===== config.mk =====
export PLATFORM = sky130hd
export DESIGN_NAME = vid_wait_inserter
export DESIGN_NICKNAME = d
export VERILOG_FILES = /design/src/rtl/vid_wait_pkg.sv /design/src/rtl/vid_edge_detect.sv /design/src/rtl/vid_wait_counter.sv /design/src/rtl/vid_wait_inserter.sv
export SDC_FILE = /design/constraint.sdc
export NUM_CORES = 1
export LEC_CHECK = 0
export BUFFER_PORTS_ARGS = -buffer_cell sky130_fd_sc_hd__buf_2
export CAP_MARGIN = 30
export CELL_PAD_IN_SITES_DETAIL_PLACEMENT = 1
export CELL_PAD_IN_SITES_GLOBAL_PLACEMENT = 1
export CORE_AREA = 5 5 42 44
export CTS_CLUSTER_DIAMETER = 60
export DETAILED_ROUTE_END_ITERATION = 6
export DIE_AREA = 0 0 47 49
export HOLD_SLACK_MARGIN = 0.15
export PLACE_DENSITY = 0.44
export SYNTH_ARGS = -nofsm -noshare
export SYNTH_HDL_FRONTEND = slang
export SYNTH_HIERARCHICAL = 1
export SYNTH_SLANG_ARGS = --single-unit

===== constraint.sdc =====
create_clock -name clk -period 2.1 [get_ports clk]
set_input_delay 0.42 -clock clk [delete_from_list [all_inputs] [get_ports clk]]
set_output_delay 0.42 -clock clk [all_outputs]
set_load 0.03 [all_outputs]

===== src/rtl/vid_wait_pkg.sv =====
`timescale 1ns/1ps
package vid_wait_pkg;
  // Trigger sources, one edge detector each
  localparam int SRC_READ = 0;
  localparam int SRC_ADDR = 1;
  localparam int NUM_SRC  = 2;

  // Width of a counter that holds values 0..n
  function automatic int cnt_width(input int n);
    return (n < 2) ? 1 : $clog2(n + 1);
  endfunction

  // Value loaded on trigger: the trigger cycle itself is the first stall cycle
  function automatic int load_value(input int wait_cycles);
    return wait_cycles - 1;
  endfunction
endpackage


===== src/rtl/vid_edge_detect.sv =====
`timescale 1ns/1ps
module vid_edge_detect (
  input  logic clk,
  input  logic rst_n,
  input  logic act_i,
  output logic rise_o
);
  logic prev_q;

  always_ff @(posedge clk or negedge rst_n) begin
    if (!rst_n) prev_q <= 1'b0;
    else        prev_q <= act_i;
  end

  assign rise_o = act_i & ~prev_q;
endmodule


===== src/rtl/vid_wait_counter.sv =====
`timescale 1ns/1ps
module vid_wait_counter #(
  parameter int WAIT_CYCLES = 4
) (
  input  logic clk,
  input  logic rst_n,
  input  logic load_i,
  output logic busy_o,
  output logic ready_o
);
  import vid_wait_pkg::*;
  localparam int CW = cnt_width(WAIT_CYCLES);
  localparam logic [CW-1:0] LOADV = CW'(load_value(WAIT_CYCLES));

  logic [CW-1:0] cnt_q;

  always_ff @(posedge clk or negedge rst_n) begin
    if (!rst_n)         cnt_q <= '0;
    else if (load_i)    cnt_q <= LOADV;
    else if (busy_o)    cnt_q <= cnt_q - 1'b1;
  end

  assign busy_o  = (cnt_q != '0);
  assign ready_o = ~(busy_o | load_i);

  // a running wait steps down by exactly one each cycle
  assert_count_down_R9: assert property (@(posedge clk) disable iff (!rst_n)
    busy_o |=> (cnt_q == $past(cnt_q) - 1'b1));

  generate
    if (WAIT_CYCLES > 1) begin : g_multi
      // a loaded wait keeps READY low in the following cycle
      assert_load_holds_R2: assert property (@(posedge clk) disable iff (!rst_n)
        load_i |=> !ready_o);
    end
  endgenerate
endmodule


===== src/rtl/vid_wait_inserter.sv =====
`timescale 1ns/1ps
module vid_wait_inserter #(
  parameter int WAIT_CYCLES = 4
) (
  input  logic clk,
  input  logic rst_n,
  input  logic mem_en,
  input  logic vid_rd_sel,
  input  logic vid_wr_sel,
  input  logic vid_addr_port,
  input  logic wait_enable,
  output logic ready
);
  import vid_wait_pkg::*;

  logic [NUM_SRC-1:0] src_act;
  logic [NUM_SRC-1:0] src_rise;
  logic any_rise;
  logic start_wait;
  logic wait_busy;
  logic ready_core;

  assign src_act[SRC_READ] = mem_en & vid_rd_sel;
  assign src_act[SRC_ADDR] = mem_en & vid_wr_sel & vid_addr_port;

  generate
    for (genvar i = 0; i < NUM_SRC; i++) begin : g_src
      vid_edge_detect u_edge (
        .clk    (clk),
        .rst_n  (rst_n),
        .act_i  (src_act[i]),
        .rise_o (src_rise[i])
      );
    end
  endgenerate

  assign any_rise   = |src_rise;
  assign start_wait = any_rise & wait_enable & ~wait_busy;

  vid_wait_counter #(.WAIT_CYCLES(WAIT_CYCLES)) u_cnt (
    .clk     (clk),
    .rst_n   (rst_n),
    .load_i  (start_wait),
    .busy_o  (wait_busy),
    .ready_o (ready_core)
  );

  assign ready = rst_n ? ready_core : 1'b1;

  // READY is released while reset is held
  assert_reset_ready_R1: assert property (@(posedge clk)
    !rst_n |-> ready);

  // disabled and idle means no stall
  assert_disabled_quiet_R5: assert property (@(posedge clk) disable iff (!rst_n)
    (!wait_enable && !wait_busy) |-> ready);

  // no memory strobe and idle means no stall
  assert_no_strobe_quiet_R7: assert property (@(posedge clk) disable iff (!rst_n)
    (!mem_en && !wait_busy) |-> ready);
endmodule


### Yosys cells after proc, flatten, opt, wreduce, memory -nomap -nowiden

Cells that the tools add are included.

| storage, ports and cells | value |
|---|---|
| flip-flop bits (word level) | 5 |
| latch bits | 0 |
| memory bits (writable) | 0 |
| bits in read-only memories | 0 |
| input bits | 7 |
| output and inout port bits | 1 |
| logic and storage cells | 22 |
| memories | 0 |

| operators by class | value |
|---|---|
| add/sub/neg operators | 1 |
| $mul | 0 |
| div/mod/pow operators | 0 |
| order comparisons | 0 |
| eq/ne operators | 0 |
| shift operators | 0 |
| muxes and demuxes | 3 |
| bitwise logic cells | 12 |
| reductions and logical operators | 3 |

Operators with widths:

| operator | number |
|---|---|
| $and A1 B1 Y1 | 7 |
| $mux W3 | 2 |
| $not A1 Y1 | 4 |
| $reduce_bool A3 Y1 | 1 |
| $sub A3 B1 Y3 const B | 1 |
| $reduce_bool A2 Y1 | 1 |
| $reduce_or A2 Y1 | 1 |
| $mux W1 | 1 |
| $or A1 B1 Y1 | 1 |

### Longest topological paths before layout

Gate-level depths: netlist of the first run.

| logic depth | value |
|---|---|
| depth in word-level cells | 9 |
| gate-level depth with buffers | 7 |
| depth with buffers taken out | 7 |

### By module

Netlist of the first run, hierarchy kept.

By module, submodules not included:

| module | instances | cells an instance | area an instance (um^2) | seq. area each (um^2) |
|---|---|---|---|---|
| vid_wait_counter | 1 | 17 | 180.2 | 75.1 |
| vid_edge_detect | 2 | 2 | 38.8 | 25.0 |
| vid_wait_inserter | 1 | 5 | 35.0 | 0.0 |

### Least setup slack after synthesis of the first run

Ideal clock, no wire load.

| timing | value |
|---|---|
| path kind | register to output |
| start point | register u_cnt.cnt_q[0] |
| end point | output port ready |
| arrival time | 1.428 ns |
| setup slack | 0.252 ns |
| cell stages (with the launch flop) | 8 |
| path through | dfrtp_1 > inv_1 > ha_1 > ha_1 > inv_2 > nor3b_2 > nor2_1 > nand2b_1 |

| between the ends | value |
|---|---|
| cells in the longest elaborated chain, start to end | 6 |

Ends and longest elaborated chain:

| what | RTL line | source |
|---|---|---|
| start, declared | vid_wait_counter.sv:15 | `logic [CW-1:0] cnt_q;` |
| start signal, assigned | vid_wait_counter.sv:20 | `else if (busy_o) cnt_q <= cnt_q - 1'b1;` |
| $reduce_bool A3 Y1 | vid_wait_counter.sv:23 | `assign busy_o = (cnt_q != '0);` |
| via wait_busy | vid_wait_inserter.sv:20 | `logic wait_busy;` |
| $not A1 Y1 | vid_wait_inserter.sv:38 | `assign start_wait = any_rise & wait_enable & ~wait_busy;` |
| $and A1 B1 Y1 | vid_wait_inserter.sv:38 |  |
| via start_wait | vid_wait_inserter.sv:19 | `logic start_wait;` |
| $or A1 B1 Y1 | vid_wait_counter.sv:24 | `assign ready_o = ~(busy_o \| load_i);` |
| $not A1 Y1 | vid_wait_counter.sv:24 |  |
| via ready_core | vid_wait_inserter.sv:21 | `logic ready_core;` |
| $mux W1 | vid_wait_inserter.sv:48 | `assign ready = rst_n ? ready_core : 1'b1;` |
| end, declared | vid_wait_inserter.sv:12 | `output logic ready` |

The timed path passes the listed nets, and every way through them passes these cells.

### Worst setup path in the final report of the first run

| timing | value |
|---|---|
| start point | register u_cnt.cnt_q[1] |
| end point | output port ready |

Same word-level chain as after synthesis.

==> results of run 1 <==
[power groups by stage]
| stage | combinational (µW) | sequential (µW) | clock [µW] |
|---|---|---|---|
| 2_1_floorplan | 161 | 152 | 0 |
| 3_3_place_gp | 190 | 153 | 0 |
| 3_5_place_dp | 200 | 156 | 0 |
| 4_1_cts | 230 | 155 | 112 |
| 5_1_grt | 300 | 157 | 120 |
| 6_report | 264 | 153 | 112 |
[logic make-up after synthesis]
kind of cell	count (synthesis)
DFF	5
adders and majority gates	2
AOI/OAI and AO/OA	2
xor gates and xnor gates	1
buffers and inverters	4
and+or+nand+nor	12
[registers in the layout (all words and copies together), names as in the netlist]
name,flops
g_src.u_edge/prev_q,2
u_cnt/cnt_q,3
[synth_stat cells (all sizes together)]
cell    n  area, µm²
dfrtp   5        125
inv     4       15.0
nand2b  4       25.0
nor2b   3       41.3
ha      2       25.0
nor2    2       7.51
a211oi  1       12.5
a21o    1       7.51
and2    1       6.26
and3    1       6.26
nor3b   1       12.5
xor2    1       8.76
[per-layer routing]
layer / track usage (%) / wire (µm) / up-vias
met5: 0 / 0 / -
met4: 2.76 / 0 / 0
met3: 3.69 / 44 / 0
met2: 9.28 / 317 / 8
met1: 6.67 / 245 / 111
li1: - / - / 112
[worst register-to-register path: cells and delay by family, from the launching register on]
| family | cells | cell delay, ns |
|---|---|---|
| adders and majority gates | 2 | 0.29 |
| buffers and inverters | 3 | 0.29 |
| DFF | 1 | 0.37 |
| and+or+nand+nor | 2 | 0.27 |
[metrics by stage]
step,setup WS [ns],instances
after floorplan,0.252,26
after global placement,0.234,50
after detailed placement,0.173,50
after CTS,0.00525,55
after global routing,-0.0135,57
final,0.0971,57
[timing repair]
action / CTS / global route
endpoints found under the setup margin: 1 / 1
hold endpoints to repair: 5 / 0
hold buffers: 1 / 0
gates resized for setup: 2 / 4
setup buffers: 0 / 2
pin swaps: 0 / 3
[area by class of cell]
class,instances,area [µm²],area share (%)
Clock inverter,1,5.00,1.15
Tap cell,16,20.0,4.60
Sequential cell,5,125,28.7
Multi-Input combinational cell,17,178,40.8
Clock buffer,3,22.5,5.17
Timing Repair Buffer,11,70.1,16.1
Inverter,4,15.0,3.45
[how the worst max path moves through the flow]
stage                       end  depth (start not counted)      startpoint
after CTS                 ready                          8  u_cnt/cnt_q[0]
after floorplan           ready                          7  u_cnt/cnt_q[0]
final                     ready                          8  u_cnt/cnt_q[1]
after global routing      ready                          8  u_cnt/cnt_q[0]
after detailed placement  ready                          8  u_cnt/cnt_q[0]
after global placement    ready                          8  u_cnt/cnt_q[0]
==> impl_results.md, run 1 <==
- Core Region: ~0.0014 mm²
- I/O Pins: 8
- Hpwl dp: about 470 µm
- Number of global-route vias before repair: around 250
- Power Total: approximately 530 µW
- Crit path DAT: about 1.6 ns
- Final period utilization: about 95%
- Mux share of post-synthesis cell area: 0%
- Number of fill cells: 180
- Compound-Gate Fraction of Synth Area: slightly below 7%
- Worst-skew pair later-pin latency: roughly 0.25 ns
- Layout overhead on the synthesized area: 48.7%
- Worst R2R Path Depth: 7
- Most frequent cells in the layout: buf_2 (6), dfrtp_1 (5), nand2b_1 (4), buf_4 (4)
- Cts bufs inserted: 3
- Share of layout cells above drive strength 1: 53.7%
- Fmax: approximately 500 MHz
- Hold Crit Endpoint: g_src[0].u_edge/prev_q
- CTS H-tree lvls: 1
- Hold Path Origin: vid_rd_sel
- GRT Total Usage: between 6 and 7%
- Hold path depth: 2
- Relative slew margins: between 80% and 90%
- Iteration count of the initial detailed-routing pass: 3
- Largest family of logic cells by synthesized area: simple AND/OR/NAND/NOR gates
- Adder-Cell Fraction of Synth Area: 8.55%
- Largest net degree at the start of global routing: 7
- Drt drc: 0
- Pwr dens: 1220 mW/mm²
- Cell Int Power: about 350 µW
- Port Buffers: 7
- Util after Layout: between 30% and 40%
- Routability cong.: 0.660
- Synthesized Nets: 35
- Hold WS: 0.423 ns
- Flop2flop setup slack: 0.80 ns
- Initial antenna violation count: 0
- Post-route ant nets: 0
- CP endpoint kind: output port
- CP Class: register to output port
- Largest delay share family, worst path: flip-flops
- Net Switching: roughly 180 µW
- Worst VDD drop: between 0.4 and 0.5 mV
- Chip Width: between 40 and 50 µm
- Yosys cell types: 13
- Root Driver: clkbuf_4
- WL final: 607 µm
- Clock sinks: 5
- Synthesized area: approximately 290 µm²
- Initial Utilization: between 20% and 30%
- LEAKAGE: about 0.00021 µW
- Most common cell after layout, fill and taps aside: buf_2
- Row count: 14
- Crit-path slowest cell: dfrtp_1
- Max-slew violations: 0
- Wire per inst: 10.6 µm
- First-pass GRT wire length: slightly below 1000 µm
- Via-per-instance ratio: 4.05
- Skew final: 0.0128 ns
- Synth Warn #: 6
- Switching Share: between 30% and 40%
- Worst-path clk slew: ~0.06 ns
- Worst-Margin Slew: about 0.17 ns
- R2R Path Start: u_cnt/cnt_q[1]
- 1st-iter DRT viols: 1
- Total number of vias: between 200 and 250
- Synth Instances: 26
- Yosys reg bits: 5
- Seq/Total Area, Yosys: 42.7%
- Clk pwr share: between 20% and 30%
- Max FO, Critical Path: 3
- Area post-placement: 355 µm²
- Gate power share: 49.9%
- Fin area: about 440 µm²
- Crit-path cells: inv_1 > ha_4 > ha_4 > inv_2 > nor3b_2 > nor2_1 > nand2b_1 > buf_4
- Antenna cell count: 0
- Clk buf depth: 2
- Die height: 49 µm
- Final min period: 2.00 ns
- Final setup fails: 0
- Remaining Overflow, GRT: 0
- Die area: around 0.0023 mm²
- Status: finished clean
- Sequential Power Share: roughly 29%
- Reg2Reg Capture Point: u_cnt/cnt_q[0]
- Avg Inst Size Synth: roughly 11 µm²
- Req. time, crit path: 1.68 ns
- Final setup TNS: 0 ns
- Crit path buf inv count: 3
- MaxCap Viol Count: 0
- Worst Hold Class: input pin to register
- CP Launch Type: register
- Most used cell, CP: ha_4
- Worst path max stage delay: approximately 0.37 ns
- CTS tree: yes
- Nets: approximately 50
- Xor-xnor portion of the synthesized cell area: roughly 3.0%
- Simple-gate share of the synthesized area: 33.8%
- Endpoints failing hold: 0
Power figures use the tool's default switching activity.
==> run 2: changes to the inputs <==
Settings changed: CORE_AREA 5 5 42 44 to 8 8 45 47, DIE_AREA 0 0 47 49 to 0 0 53 55, RECOVER_POWER from default to 100.
==> impl_results.md, run 2 (synthesis gave the netlist of run 1 again) <==
- Net Switching: 175 µW (-0.83%)
- Worst path max stage delay: 0.38 ns (about the same)
- Share of layout cells above drive strength 1: 51.2% (-2.4 points)
- Via-per-instance ratio: 3.86 (-4.8%)
- Worst VDD drop: 0.365 mV (-18%)
- GRT Total Usage: 4.99% (-1.2 points)
- I/O Pins: 8 (unchanged)
- Wire per inst: 10.1 µm (-5.4%)
- Final Non-Filler Cells: 57 (unchanged)
- Gate power share: 50.3% (+0.4 points)
- Fmax: 512 MHz (+2.6%)
- Total number of vias: 220 (-4.8%)
- Critical path depth: 8 (unchanged)
- Port Buffers: 7 (unchanged)
- Hpwl dp: 482 µm (+3.1%)
- Worst-Margin Slew: 0.311 ns (+0.145 ns)
- Cts bufs inserted: 3 (unchanged)
- Clock sinks: 5 (unchanged)
- Max FFs per register: 3 (unchanged)
- Die height: 55 µm (+12%)
- Initial Utilization: 21.2% (+0.26 points)
- Largest delay share family, worst path: flip-flops
- Area of the multi-input gates: 178 µm² (unchanged)
- Cell Int Power: 359 µW (+1.7%)
- Core Region: 0.00138 mm² (-1.2%)
- Chip Width: 53 µm (+13%)
- Worst-skew pair later-pin latency: 0.24 ns (about the same)
- MaxCap Viol Count: 0 (unchanged)
- Drt drc: 0 (unchanged)
- Routability cong.: 0.597 (-9.5%)
- Root Driver: clkbuf_4
- Switching Share: 32.7% (-0.55 points)
- Crit-path cells: inv_2 > ha_4 > ha_4 > inv_2 > nor3b_2 > nor2_1 > nand2b_1 > buf_4
- Number of fill cells: 165 (-8.3%)
- LEAKAGE: 0.000201 µW (-6.2%)
- CTS H-tree lvls: 1 (unchanged)
- Remaining Overflow, GRT: 0 (unchanged)
- Crit path buf inv count: 3 (unchanged)
- Iteration count of the initial detailed-routing pass: 1 (-2)
- Largest registers: u_cnt/cnt_q x3, g_src.u_edge/prev_q x2
- Endpoints failing hold: 0 (unchanged)
- Largest net degree at the start of global routing: 7 (unchanged)
- Row count: 14 (unchanged)
- First-pass GRT wire length: 1010 µm (+1.4%)
- Worst R2R Path Depth: 7 (unchanged)
- CP Class: register to output port
- Final setup fails: 0 (unchanged)
- Final min period: 1.95 ns (-0.0509 ns)
- Relative slew margins: 79.3% (-9.6 points)
- Layout overhead on the synthesized area: 46.6%
- Final period utilization: 93.0% (-2.4 points)
- Req. time, crit path: 1.68 ns (about the same)
- Sequential Power Share: 29.3% (+0.4 points)
- Initial antenna violation count: 0 (unchanged)
- Util after Layout: 31.0% (-0.059 points)
- FF/Latch Area: 125 µm² (unchanged)
- Worst Hold Class: input pin to register
- Reg with most FFs: u_cnt/cnt_q
- Pwr dens: 1240 mW/mm² (+2.3%)
- Status: finished clean
- Crit path DAT: 1.53 ns (-0.05 ns)
- Worst-path clk slew: 0.04 ns (-0.02 ns)
- Clk buf depth: 2 (unchanged)
- Antenna cell count: 0 (unchanged)
- CP endpoint kind: output port
- Unrepaired setup endpoints after global routing: false
- Hold path depth: 2 (unchanged)
- WL final: 574 µm (-5.4%)
- Most frequent cells in the layout: dfrtp_1 (5), buf_2 (5), nand2b_1 (4)
- Crit-path slowest cell: dfrtp_1
- Power Total: 534 µW (+0.85%)
- Max-slew violations: 0 (unchanged)
- 1st-iter DRT viols: 0 (-1)
- Post-route ant nets: 0 (unchanged)
- Number of global-route vias before repair: 257 (+4.0%)
- Skew final: 0.00304 ns (-0.00976 ns)
- Final setup TNS: 0 ns (unchanged)
- CP Launch Type: register
- Dpl cells: 50 (unchanged)
- Max FO, Critical Path: 3 (unchanged)
- CTS tree: yes
- Die area: 0.00292 mm² (+27%)
- Nets: 51 (unchanged)
- Clk pwr share: 20.4% (-0.8 points)
==> run 2: per-layer routing <==
layer	routed length, µm	global-route usage, %	part of all wire [%]	up-vias
met5	0	0	0	-
met4	0	2.59	0	0
met3	27	3.48	4.7	0
met2	327	8.79	57	5
met1	219	4.13	38	103
li1	-	-	-	112
==> run 2: timing repair <==
action	CTS	global route
hold buffers	1	0
pin swaps	0	3
gates resized for setup	3	5
setup buffers	0	2
endpoints found under the setup margin	1	1
endpoints found under the hold margin	5	0
==> run 2: power groups by stage <==
stage / clock (µW) / sequential [µW] / combinational [µW]
after floorplan: 0 / 152 / 161
after global placement: 0 / 154 / 190
after detailed placement: 0 / 156 / 199
after CTS: 117 / 155 / 235
after global routing: 123 / 160 / 311
final: 109 / 156 / 269
==> run 2: layout make-up <==
cell class	instances	share of cell area (%)
multi-input cells	17	41.4
flip-flops and latches	5	29.2
repair buffers	11	15.2
clock buffers	4	6.12
well taps	16	4.66
inverters	4	3.50
==> run 2: worst register-to-register path, stage by stage (launching register included) <==
cell and delay, ns:
dfrtp_1 0.38, inv_2 0.07, ha_4 0.14, ha_4 0.14, inv_2 0.05, nor3b_2 0.17
clkbuf_1 0.18, nand2b_1 0.12
==> run 2: metrics by stage <==
stage / hold WS [ns] / cell area, µm² / worst slack, ns
detailed placement: 0.253 / 355 / 0.160
CTS: 0.420 / 407 / 0.000158
global placement: 0.247 / 355 / 0.221
global route: 0.447 / 429 / 0.0171
floorplan: 0.124 / 293 / 0.252
finish: 0.441 / 429 / 0.148
==> run 2: final timing paths <==
| check | start | end | slack (ns) |
|---|---|---|---|
| worst max-delay path | u_cnt/cnt_q[1] | ready | 0.15 |
| worst min-delay path | vid_rd_sel | g_src[0].u_edge/prev_q | 0.44 |
| min in group asynchronous | rst_n | g_src[0].u_edge/prev_q | 0.58 |
| worst min register to register | u_cnt/cnt_q[1] | u_cnt/cnt_q[1] | 0.59 |
| worst max register to register | u_cnt/cnt_q[1] | u_cnt/cnt_q[0] | 0.80 |
| max in group asynchronous | rst_n | u_cnt/cnt_q[1] | 1.28 |
==> run 3: changes to the inputs <==
--- a/config.mk
+++ b/config.mk
@@ -10,8 +10,8 @@
 export CELL_PAD_IN_SITES_DETAIL_PLACEMENT = 1
 export CELL_PAD_IN_SITES_GLOBAL_PLACEMENT = 1
-export CORE_AREA = 8 8 45 47
+export CORE_AREA = 4 4 41 43
 export CTS_CLUSTER_DIAMETER = 60
 export DETAILED_ROUTE_END_ITERATION = 6
-export DIE_AREA = 0 0 53 55
+export DIE_AREA = 0 0 45 47
 export HOLD_SLACK_MARGIN = 0.15
 export PLACE_DENSITY = 0.44
==> constraint.sdc (replaced) <==
create_clock -name clk -period 2 [get_ports clk]
set_input_delay 0.2 -clock clk [delete_from_list [all_inputs] [get_ports clk]]
set_output_delay 0.2 -clock clk [all_outputs]
set_load 0.03 [all_outputs]
==> impl_results.md, run 3 (synthesis gave the netlist of run 1 again) <==
- Skew final: 0.000766 ns (-0.00228 ns)
- Hold WS: 0.227 ns (-0.214 ns)
- Endpoints failing hold: 0 (unchanged)
- Nets: 49 (-3.9%)
- Hold Crit Endpoint: g_src[0].u_edge/prev_q
- Core Region: 0.00130 mm² (-6.0%)
- Reg2Reg Capture Point: u_cnt/cnt_q[0]
- Worst VDD drop: 0.525 mV (+44%)
- Remaining Overflow, GRT: 0 (unchanged)
- Chip Width: 45 µm (-15%)
- CTS H-tree lvls: 1 (unchanged)
- Status: finished clean
- Die height: 47 µm (-15%)
- Worst-path clk slew: 0.05 ns (about the same)
- Max FO, Critical Path: 5 (+2)
- Met1 WL: 264 µm (+21%)
- I/O Pins: 8 (unchanged)
- MaxCap Viol Count: 0 (unchanged)
- Root Driver: clkbuf_4
- CP endpoint kind: output port
- Final Non-Filler Cells: 54 (-5.3%)
- Cts bufs inserted: 3 (unchanged)
- Layout overhead on the synthesized area: 35.9%
- Largest net degree at the start of global routing: 7 (unchanged)
- First-pass GRT wire length: 952 µm (-5.5%)
- Dpl cells: 49 (-2.0%)
- Worst-Margin Slew: 0.325 ns (+0.0145 ns)
- Fmax: about 530 MHz
- Routability cong.: 0.622 (+4.0%)
- Req. time, crit path: 1.80 ns (+0.12 ns)
- CP Launch Type: register
- Initial Utilization: 22.5% (+1.3 points)
- LEAKAGE: 0.000193 µW (-4.2%)
- Reg with most FFs: u_cnt/cnt_q
- Antenna cell count: 0 (unchanged)
- Util after Layout: 30.6% (-0.44 points)
- Post-route ant nets: 0 (unchanged)
- Drt drc: 0 (unchanged)
- Flop2flop setup slack: 0.57 ns (-0.23 ns)
- Unrepaired setup endpoints after global routing: false
- Final setup fails: 0 (unchanged)
- Worst R2R Path Depth: 7 (unchanged)
- Largest registers: u_cnt/cnt_q x3, g_src.u_edge/prev_q x2
- Clk buf depth: 2 (unchanged)
- Max-slew violations: 0 (unchanged)
- Crit path DAT: 1.67 ns (+0.14 ns)
- Most frequent cells in the layout: dfrtp_1 (5), buf_2 (5), nand2b_1 (4)
- Total number of vias: 222 (+0.91%)
- Iteration count of the initial detailed-routing pass: 2 (+1)
- Postcts setup bufs: 0 (unchanged)
- CP Class: register to output port
- Highest metal used: met4
- Final setup TNS: 0 ns (unchanged)
- Number of global-route vias before repair: 241 (-6.2%)
- Max FFs per register: 3 (unchanged)
- Port Buffers: 7 (unchanged)
- Die area: 0.00212 mm² (-27%)
- Routed wl met2: 323 µm (-1.2%)
- Hold Path Origin: vid_rd_sel
- Worst-skew pair later-pin latency: 0.24 ns (about the same)
- Clock sinks: 5 (unchanged)
- CTS tree: yes
- Initial antenna violation count: 0 (unchanged)
- Worst Hold Class: input pin to register
- 1st-iter DRT viols: 3 (+3)
- Share of layout cells above drive strength 1: 41.0% (-10 points)
- WL final: 611 µm (+6.4%)
- Row count: 13 (-1)
- GRT Total Usage: 6.97% (+2.0 points)
- Final min period: around 1.9 ns
- Final period utilization: approximately 94%
- Pwr dens: 1310 mW/mm² (+5.6%)
- Number of fill cells: 158 (-4.2%)
- Hold path depth: 2 (unchanged)
- Hpwl dp: 486 µm (+0.87%)
- Met3 Wirelength: 19 µm (-30%)
- Relative slew margins: 78.3% (-0.97 points)
- R2R Path Start: u_cnt/cnt_q[0]
- Via-per-instance ratio: 4.11 (+6.5%)
- Wire per inst: 11.3 µm (+12%)
==> run 3: cell types whose count changed in the layout (fill, tap and decap cells not counted), sizes merged <==
cell    previous run  this run
buf                8         5
clkbuf             6         7
==> run 3: critical path: stages (launching register included) <==
cell,delay [ns]
dfrtp_1,0.38
inv_1,0.06
ha_1,0.18
ha_4,0.17
inv_2,0.06
nor3b_2,0.20
nor2_1,0.06
nand2b_1,0.13
clkbuf_2,0.19
==> run 3: power by group <==
part / internal, µW / total [µW] / switching, µW
sequential: 138 / 163 / 24.4
combinational: 131 / 237 / 106
clock: 75.8 / 123 / 47.5
==> run 3: worst max-delay path by stage <==
stage | startpoint | end | slack (ns) | cells after the start
6_report | u_cnt/cnt_q[0] | ready | 0.13 | 8
5_1_grt | u_cnt/cnt_q[0] | ready | 0.02 | 8
4_1_cts | u_cnt/cnt_q[0] | ready | 0.006 | 8
3_5_place_dp | u_cnt/cnt_q[0] | ready | 0.29 | 8
3_3_place_gp | u_cnt/cnt_q[0] | ready | 0.33 | 8
2_1_floorplan | u_cnt/cnt_q[0] | ready | 0.37 | 7
==> run 3: timing repair <==
item                                    CTS  global route
endpoints found under the hold margin     5             0
hold buffers                              1             0
endpoints found under the setup margin    0             1
gates resized for setup                   0             2
==> run 3: layer usage <==
layer	track usage, %	vias up
li1	-	107
met1	7.11	109
met2	10.2	4
met3	2.30	2
met4	8.77	0
met5	0	-
==> run 3: cell type report <==
cell class / count / area [µm²] / share of cell area [%]
well taps: 15 / 18.8 / 4.72
inverters: 4 / 15.0 / 3.77
clock buffers: 4 / 26.3 / 6.60
repair buffers: 9 / 47.5 / 11.9
multi-input cells: 17 / 165 / 41.5
flip-flops and latches: 5 / 125 / 31.4
==> run 3: metrics by stage <==
stage	area [µm²]	total power, µW	worst slack [ns]
finish	398	523	0.126
global route	398	557	0.0207
CTS	390	507	0.00588
detailed placement	354	375	0.288
global placement	354	360	0.329
floorplan	293	328	0.372
